<file path="src/rtl/acr_pkg.sv">
package acr_pkg;
    localparam int DATA_W = 16;
    localparam int ADDR_W = 7;

    localparam logic [ADDR_W-1:0] A_PWR   = 7'h26;
    localparam logic [ADDR_W-1:0] A_EXT   = 7'h2A;
    localparam logic [ADDR_W-1:0] A_DACR  = 7'h2C;
    localparam logic [ADDR_W-1:0] A_ADCR  = 7'h32;
    localparam logic [ADDR_W-1:0] A_CHAIN = 7'h74;
    localparam logic [ADDR_W-1:0] A_VID0  = 7'h7C;
    localparam logic [ADDR_W-1:0] A_VID1  = 7'h7E;

    localparam logic [DATA_W-1:0] VID0_WORD = 16'h4E53;
    localparam logic [DATA_W-1:0] VID1_WORD = 16'h4350;

    typedef enum logic [0:0] {
        ST_LOAD = 1'b0,
        ST_RUN  = 1'b1
    } acr_state_t;
endpackage

</file>
<file path="src/rtl/acr_ctrl_fsm.sv">
module acr_ctrl_fsm
    import acr_pkg::*;
(
    input  logic clk,
    input  logic rst,
    output logic run,
    output logic load
);
    acr_state_t state_q, state_d;

    always_ff @(posedge clk) begin
        if (rst) state_q <= ST_LOAD;
        else     state_q <= state_d;
    end

    always_comb begin
        state_d = state_q;
        unique case (state_q)
            ST_LOAD: state_d = ST_RUN;
            ST_RUN:  state_d = ST_RUN;
            default: state_d = ST_LOAD;
        endcase
    end

    always_comb begin
        run  = (state_q == ST_RUN);
        load = (state_q == ST_LOAD);
    end

    // the load state lasts exactly one cycle
    assert_load_once_R2: assert property (@(posedge clk) disable iff (rst)
        load |=> run);
endmodule

</file>
<file path="src/rtl/acr_status.sv">
module acr_status #(
    parameter int ID_W   = 2,
    parameter int PD_W   = 8,
    parameter int N_SECT = 4
) (
    input  logic [PD_W-1:0]   pd_ctrl,
    input  logic [N_SECT-1:0] sect_ready,
    input  logic [ID_W-1:0]   chain_sel,
    input  logic [ID_W-1:0]   id_pins,
    input  logic              local_sdata,
    input  logic              chain_in,
    output logic [N_SECT-1:0] status,
    output logic              chain_pass,
    output logic              sdata_ret
);
    genvar g;
    generate
        for (g = 0; g < N_SECT; g++) begin : g_sect
            assign status[g] = sect_ready[g] & ~pd_ctrl[g];
        end
    endgenerate

    always_comb begin
        chain_pass = (chain_sel != id_pins);
        sdata_ret  = chain_pass ? chain_in : local_sdata;
    end
endmodule

</file>
<file path="src/rtl/acr_regfile.sv">
module acr_regfile
    import acr_pkg::*;
#(
    parameter int ID_W     = 2,
    parameter int PD_W     = 8,
    parameter int N_SECT   = 4,
    parameter int RATE_MIN = 4000,
    parameter int RATE_MAX = 48000,
    parameter int RATE_DEF = 48000
) (
    input  logic              clk,
    input  logic              rst,
    input  logic              run,
    input  logic              load,
    input  logic [ID_W-1:0]   id_pins,
    input  logic [N_SECT-1:0] status,
    input  logic [ADDR_W-1:0] reg_addr,
    input  logic              wr_en,
    input  logic [DATA_W-1:0] wr_data,
    output logic [DATA_W-1:0] rd_data,
    output logic              var_rate_en,
    output logic [DATA_W-1:0] dac_rate,
    output logic [DATA_W-1:0] adc_rate,
    output logic [PD_W-1:0]   pd_ctrl,
    output logic [ID_W-1:0]   chain_sel
);
    localparam logic [DATA_W-1:0] RMIN = DATA_W'(RATE_MIN);
    localparam logic [DATA_W-1:0] RMAX = DATA_W'(RATE_MAX);
    localparam logic [DATA_W-1:0] RDEF = DATA_W'(RATE_DEF);

    logic              vra_q;
    logic [DATA_W-1:0] dac_q, adc_q, rd_q, rd_word;
    logic [PD_W-1:0]   pd_q;
    logic [ID_W-1:0]   sel_q;
    logic              wr_ok, writable;

    function automatic logic [DATA_W-1:0] clamp_rate(input logic [DATA_W-1:0] v);
        if (v < RMIN)      return RMIN;
        else if (v > RMAX) return RMAX;
        else               return v;
    endfunction

    always_comb begin
        wr_ok    = run & wr_en;
        writable = (reg_addr == A_EXT) || (reg_addr == A_DACR) || (reg_addr == A_ADCR)
                || (reg_addr == A_PWR) || (reg_addr == A_CHAIN);
    end

    always_comb begin
        rd_word = '0;
        case (reg_addr)
            A_EXT:   rd_word[0] = vra_q;
            A_DACR:  rd_word = dac_q;
            A_ADCR:  rd_word = adc_q;
            A_PWR: begin
                rd_word[DATA_W-1 -: PD_W] = pd_q;
                rd_word[N_SECT-1:0]       = status;
            end
            A_CHAIN: rd_word[ID_W-1:0] = sel_q;
            A_VID0:  rd_word = VID0_WORD;
            A_VID1:  rd_word = VID1_WORD;
            default: rd_word = '0;
        endcase
    end

    always_ff @(posedge clk) begin
        if (rst) begin
            vra_q <= 1'b0;
            dac_q <= RDEF;
            adc_q <= RDEF;
            pd_q  <= '0;
            sel_q <= id_pins;
            rd_q  <= '0;
        end else begin
            rd_q <= rd_word;
            if (load) sel_q <= id_pins;
            if (wr_ok) begin
                case (reg_addr)
                    A_EXT:   vra_q <= wr_data[0];
                    A_DACR:  dac_q <= clamp_rate(wr_data);
                    A_ADCR:  adc_q <= clamp_rate(wr_data);
                    A_PWR:   pd_q  <= wr_data[DATA_W-1 -: PD_W];
                    A_CHAIN: sel_q <= wr_data[ID_W-1:0];
                    default: ;
                endcase
            end
        end
    end

    always_comb begin
        rd_data     = rd_q;
        var_rate_en = vra_q;
        dac_rate    = dac_q;
        adc_rate    = adc_q;
        pd_ctrl     = pd_q;
        chain_sel   = sel_q;
    end

    // reset restores the defaults
    assert_reset_defaults_R1: assert property (@(posedge clk)
        rst |=> (dac_q == RDEF && adc_q == RDEF && !vra_q && pd_q == '0 && rd_q == '0));

    // an accepted write to the extended control register lands
    assert_vra_write_R3: assert property (@(posedge clk) disable iff (rst)
        (wr_ok && reg_addr == A_EXT) |=> (vra_q == $past(wr_data[0])));

    // both rates stay inside the legal range
    assert_rate_range_R4: assert property (@(posedge clk) disable iff (rst)
        (dac_q >= RMIN && dac_q <= RMAX && adc_q >= RMIN && adc_q <= RMAX));

    // writes to unimplemented or read-only addresses touch nothing
    assert_no_side_write_R8: assert property (@(posedge clk) disable iff (rst)
        (run && wr_en && !writable) |=> ($stable(vra_q) && $stable(dac_q) && $stable(adc_q)
                                         && $stable(pd_q) && $stable(sel_q)));
endmodule

</file>
<file path="src/rtl/audio_ctl_regs.sv">
module audio_ctl_regs
    import acr_pkg::*;
#(
    parameter int ID_W     = 2,
    parameter int PD_W     = 8,
    parameter int N_SECT   = 4,
    parameter int RATE_MIN = 4000,
    parameter int RATE_MAX = 48000,
    parameter int RATE_DEF = 48000
) (
    input  logic              clk,
    input  logic              rst,
    input  logic [ID_W-1:0]   id_pins,
    input  logic [N_SECT-1:0] sect_ready,
    input  logic [ADDR_W-1:0] reg_addr,
    input  logic              wr_en,
    input  logic [DATA_W-1:0] wr_data,
    output logic [DATA_W-1:0] rd_data,
    output logic              var_rate_en,
    output logic [DATA_W-1:0] dac_rate,
    output logic [DATA_W-1:0] adc_rate,
    output logic [PD_W-1:0]   pd_ctrl,
    output logic              chain_pass,
    input  logic              local_sdata,
    input  logic              chain_in,
    output logic              sdata_ret
);
    logic              run, load;
    logic [N_SECT-1:0] status;
    logic [ID_W-1:0]   chain_sel;

    acr_ctrl_fsm u_fsm (
        .clk  (clk),
        .rst  (rst),
        .run  (run),
        .load (load)
    );

    acr_regfile #(
        .ID_W(ID_W), .PD_W(PD_W), .N_SECT(N_SECT),
        .RATE_MIN(RATE_MIN), .RATE_MAX(RATE_MAX), .RATE_DEF(RATE_DEF)
    ) u_regs (
        .clk         (clk),
        .rst         (rst),
        .run         (run),
        .load        (load),
        .id_pins     (id_pins),
        .status      (status),
        .reg_addr    (reg_addr),
        .wr_en       (wr_en),
        .wr_data     (wr_data),
        .rd_data     (rd_data),
        .var_rate_en (var_rate_en),
        .dac_rate    (dac_rate),
        .adc_rate    (adc_rate),
        .pd_ctrl     (pd_ctrl),
        .chain_sel   (chain_sel)
    );

    acr_status #(.ID_W(ID_W), .PD_W(PD_W), .N_SECT(N_SECT)) u_status (
        .pd_ctrl     (pd_ctrl),
        .sect_ready  (sect_ready),
        .chain_sel   (chain_sel),
        .id_pins     (id_pins),
        .local_sdata (local_sdata),
        .chain_in    (chain_in),
        .status      (status),
        .chain_pass  (chain_pass),
        .sdata_ret   (sdata_ret)
    );
endmodule

</file>
<file path="config.mk">
export PLATFORM = sky130hd
export DESIGN_NAME = audio_ctl_regs
export DESIGN_NICKNAME = d
export VERILOG_FILES = /design/src/rtl/acr_pkg.sv /design/src/rtl/acr_ctrl_fsm.sv /design/src/rtl/acr_status.sv /design/src/rtl/acr_regfile.sv /design/src/rtl/audio_ctl_regs.sv
export SDC_FILE = /design/constraint.sdc
export NUM_CORES = 1
export LEC_CHECK = 0
export ABC_AREA = 1
export ABC_CLOCK_PERIOD_IN_PS = 1500
export CORE_UTILIZATION = 46
export DETAILED_ROUTE_END_ITERATION = 8
export PLACE_DENSITY = 0.9
export SLEW_MARGIN = 25
export SYNTH_ARGS = -nofsm -noshare
export SYNTH_HDL_FRONTEND = slang
export SYNTH_SLANG_ARGS = --single-unit
</file>
<file path="constraint.sdc">
create_clock -name clk -period 1.5 [get_ports clk]
set_input_delay 0.15 -clock clk [delete_from_list [all_inputs] [get_ports clk]]
set_output_delay 0.15 -clock clk [all_outputs]
set_load 0.02 [all_outputs]
</file>
==> metrics.md <==
| Metric | Value |
|---|---|
| Crit path launch type | flip-flop |
| Global placer's final weighted congestion | 0.8710 |
| Library cell contributing the largest single delay on the critical path | dfxtp_2 |
| Avg Inst Size Synth | 7.447 µm² |
| Minimum period implied by the final worst setup slack | 1513 ps |
| Worst path max stage delay | 330 ps |
| Maximum VDD drop | 539.8 µV |
| Die Y-Extent | 80.02 µm |
| Clock Skews | 7.069 ps |
| Number of placement rows | 28 |
| Drt wl/cell | 15.10 µm |
| Post-layout total power | 3.334 mW |
| Area of combinational cells with multiple inputs | 1333 µm² |
| Number of inserted diodes | 0 |
| I/O Pins | 93 |
| Synthesized flop and latch total | 60 |
| Clk pin slew, worst setup/hold paths | 70 ps |
| Final cycle utilization of the critical path | 100.9% |
| Placeable core region | 5886 µm² |
| Wire length reported by the detailed router | 8.939 mm |
| Post-layout instance area | 4378 µm² |
| First-pass GRT wire length | 13.75 mm |
| Final Hold Viols | 0 |
| Clk_lat worst skew | 350 ps |
| IO Port Bufs | 92 |
| Worst slew pin tran | 331.5 ps |
| Number of distinct library cells after synthesis | 34 |
| Number of sinks on the clock net | 60 |
| Max-capacitance violation count | 0 |
| Number of global-route vias before repair | 2,966 |
| Register area share after synthesis | 42.90% |
| Most frequent cells in the layout | nand2_1 (94), clkdlybuf4s50_1 (65), dfxtp_1 (58) |
| Net count after synthesis | 410 |
| Maximum operating frequency | 0.6610 GHz |
| Minimum setup slack in the final design | -12.93 ps |
| Class of the most critical setup path | flip-flop to output pin |
| Fraction of final layout cells with drive strength greater than 1 | 21.08% |
| Family with the most delay on the worst path | flip-flops |
| Crit Path Max Fanout | 2 |
| Cell count after synthesis | 376 |
| Final standard cell utilization of the core | 74.38% |
| Count of pins over their slew limit | 0 |
| Starting utilization of the core area | 47.58% |
| Global Route Usage Sum | 28.61% |
| Drt drc | 0 |
| Fin nets | 546 |
| Floorplan die area | 6403 µm² |
| Failing checks | negative setup slack |
| Residual overflow from global routing | 0 |
| Data arrival, critical path | 1360 ps |
| Area growth from synthesis to layout | 56.34% |
| Total power density per cell area | 761.4 nW/µm² |
| Main flop type after synthesis | dfxtp_1 |
| Count of yosys warnings during synthesis | 0 |
| Number of endpoints failing setup at the final stage | 1 |
| Worst min path class | input port to flip-flop |
| HPWL after DPL | 6.267 mm |
| CTS H-tree depth | 3 |
| Max-slew headroom at the worst pin | 77.73% |
| Maximum buffer depth of the clock tree | 2 |
| Worst R2R Setup Slack | 100 ps |
| Drt pass-1 iters | 5 |
| Critical Path, Cell by Cell | xnor2_1, nand2_1, mux2_4, buf_6 |
| Maximum number of pins on one net before global-route repair | 36 |
| Post-place instance area | 4135 µm² |
| Filler instances | 392 |
| CP required | 1350 ps |
| Number of post-CTS setup repair buffers | 0 |
| Share of flip-flops with an asynchronous set or reset | 0% |
| Commonest non-fill, non-tap cell in the layout | nand2_1 |
| Average vias per placed instance | 5.353 |
| Buffer type at the clock tree root | clkbuf_8 |
| Starting DRT DRC Count | 265 |
| Horiz. Die Dim | 80.02 µm |
| Run status | finished, violations left |
| Cell Area, Synth | 2800 µm² |
| Combined flip-flop and latch cell area | 1204 µm² |
| Initial antenna violation count | 0 |
| TritonCTS clock tree | yes |
| Bufs and invs on worst path | 1 |
| Final antenna-violating net count | 0 |
| Via count | 3,169 |
| Leakage power | 2.056 nW |
| Critical path endpoint category | output pin |
| Number of enable-type register cells in the synthesized netlist | 0 |
| RSZ-0062 raised after global routing | true |
| Number of buffers added by the clock tree synthesis step | 9 |
| Hold slack | 319.9 ps |
[path summary, 6_finish.rpt]
kind	from	to	cells past startpoint
setup reg to reg	u_fsm.run	u_regs.dac_rate[1]	6
hold / removal	wr_data[14]	u_regs.pd_ctrl[6]	4
hold reg to reg	u_regs.pd_ctrl[5]	u_regs.pd_ctrl[5]	2
setup / recovery	u_regs.chain_sel[1]	sdata_ret	4
[flip-flops by register name, indices dropped and copies added (netlist names)]
register            cells
u_regs.pd_ctrl          8
u_fsm.run               1
u_regs.adc_rate        16
u_regs.rd_data         16
u_regs.chain_sel        2
u_regs.var_rate_en      1
u_regs.dac_rate        16
[power by group]
part           switching [mW]  internal [mW]  leakage (nW)
Clock                   0.677          0.636        0.0803
Sequential            0.00861           1.60         0.485
Combinational           0.198          0.210          1.49
[tightest hold or removal path, stage by stage]
cell            delay [ps]
dlymetal6s2s_1         180
buf_4                  160
nand3_1                 70
a21oi_1                 60
[final cells by class]
type	instances	area share (%)
repair buffers	140	32.15
multi-input cells	259	30.44
flip-flops and latches	60	27.49
inverters	42	3.715
clock buffers	10	3.144
well taps	75	2.143
clock inverters	6	0.9145
[stage by stage]
step | cells | setup TNS, ps | setup WS [ps]
after floorplan | 376 | 0 | 336.6
after detailed placement | 576 | -9695 | -330.4
final | 592 | -12.93 | -12.93
after CTS | 592 | -13.52 | -13.52
after global placement | 576 | -5659 | -301.3
after global routing | 592 | -64.26 | -46.44
[timing repair]
action / in CTS / in global routing
gates cloned: 0 / 0
resized for setup: 8 / 28
setup endpoints to repair: 5 / 33
hold buffers: 0 / 0
pin swaps: 0 / 3
[synthesized netlist by cell type (2+ instances only)]
master	count	share of area, %
xnor2_1	2	0.63
inv_4	2	0.45
a21oi_2	11	3.4
nand3_1	19	3.4
nand2_1	94	13
o21ai_0	18	3.2
nor3_1	3	0.54
buf_2	2	0.36
nand2_4	2	0.80
a21oi_1	38	6.8
o21a_1	2	0.54
nand2_2	5	1.1
o21ai_1	12	2.1
nand3_2	7	2.5
inv_2	6	0.80
o211ai_1	3	0.80
nand3b_1	3	0.80
dfxtp_1	60	43
inv_1	34	4.6
buf_4	4	1.1
o21ai_2	3	0.94
buf_6	4	1.6
nor2_1	26	3.5
clkbuf_1	3	0.40
a31oi_1	4	0.89
[kinds of logic after synthesis]
logic type      Yosys count  share of synthesized area [%]
xor+xnor                  2                         0.6257
compound gates           92                          18.99
simple gates            164                          27.17
mux                       1                         0.4021
buf+inv                  57                          9.919
flops                    60                          42.90
[metal layers]
layer | wire (µm) | vias up | GRT usage [%] | part of all wire (%)
met5 | 0 | - | 0 | 0
met4 | 308 | 0 | 15.36 | 3.4
met3 | 739 | 32 | 4.571 | 8.3
met2 | 4301 | 169 | 48.03 | 48
li1 | - | 1492 | - | -
met1 | 3589 | 1476 | 34.86 | 40
(Power assumes the default switching activity.)
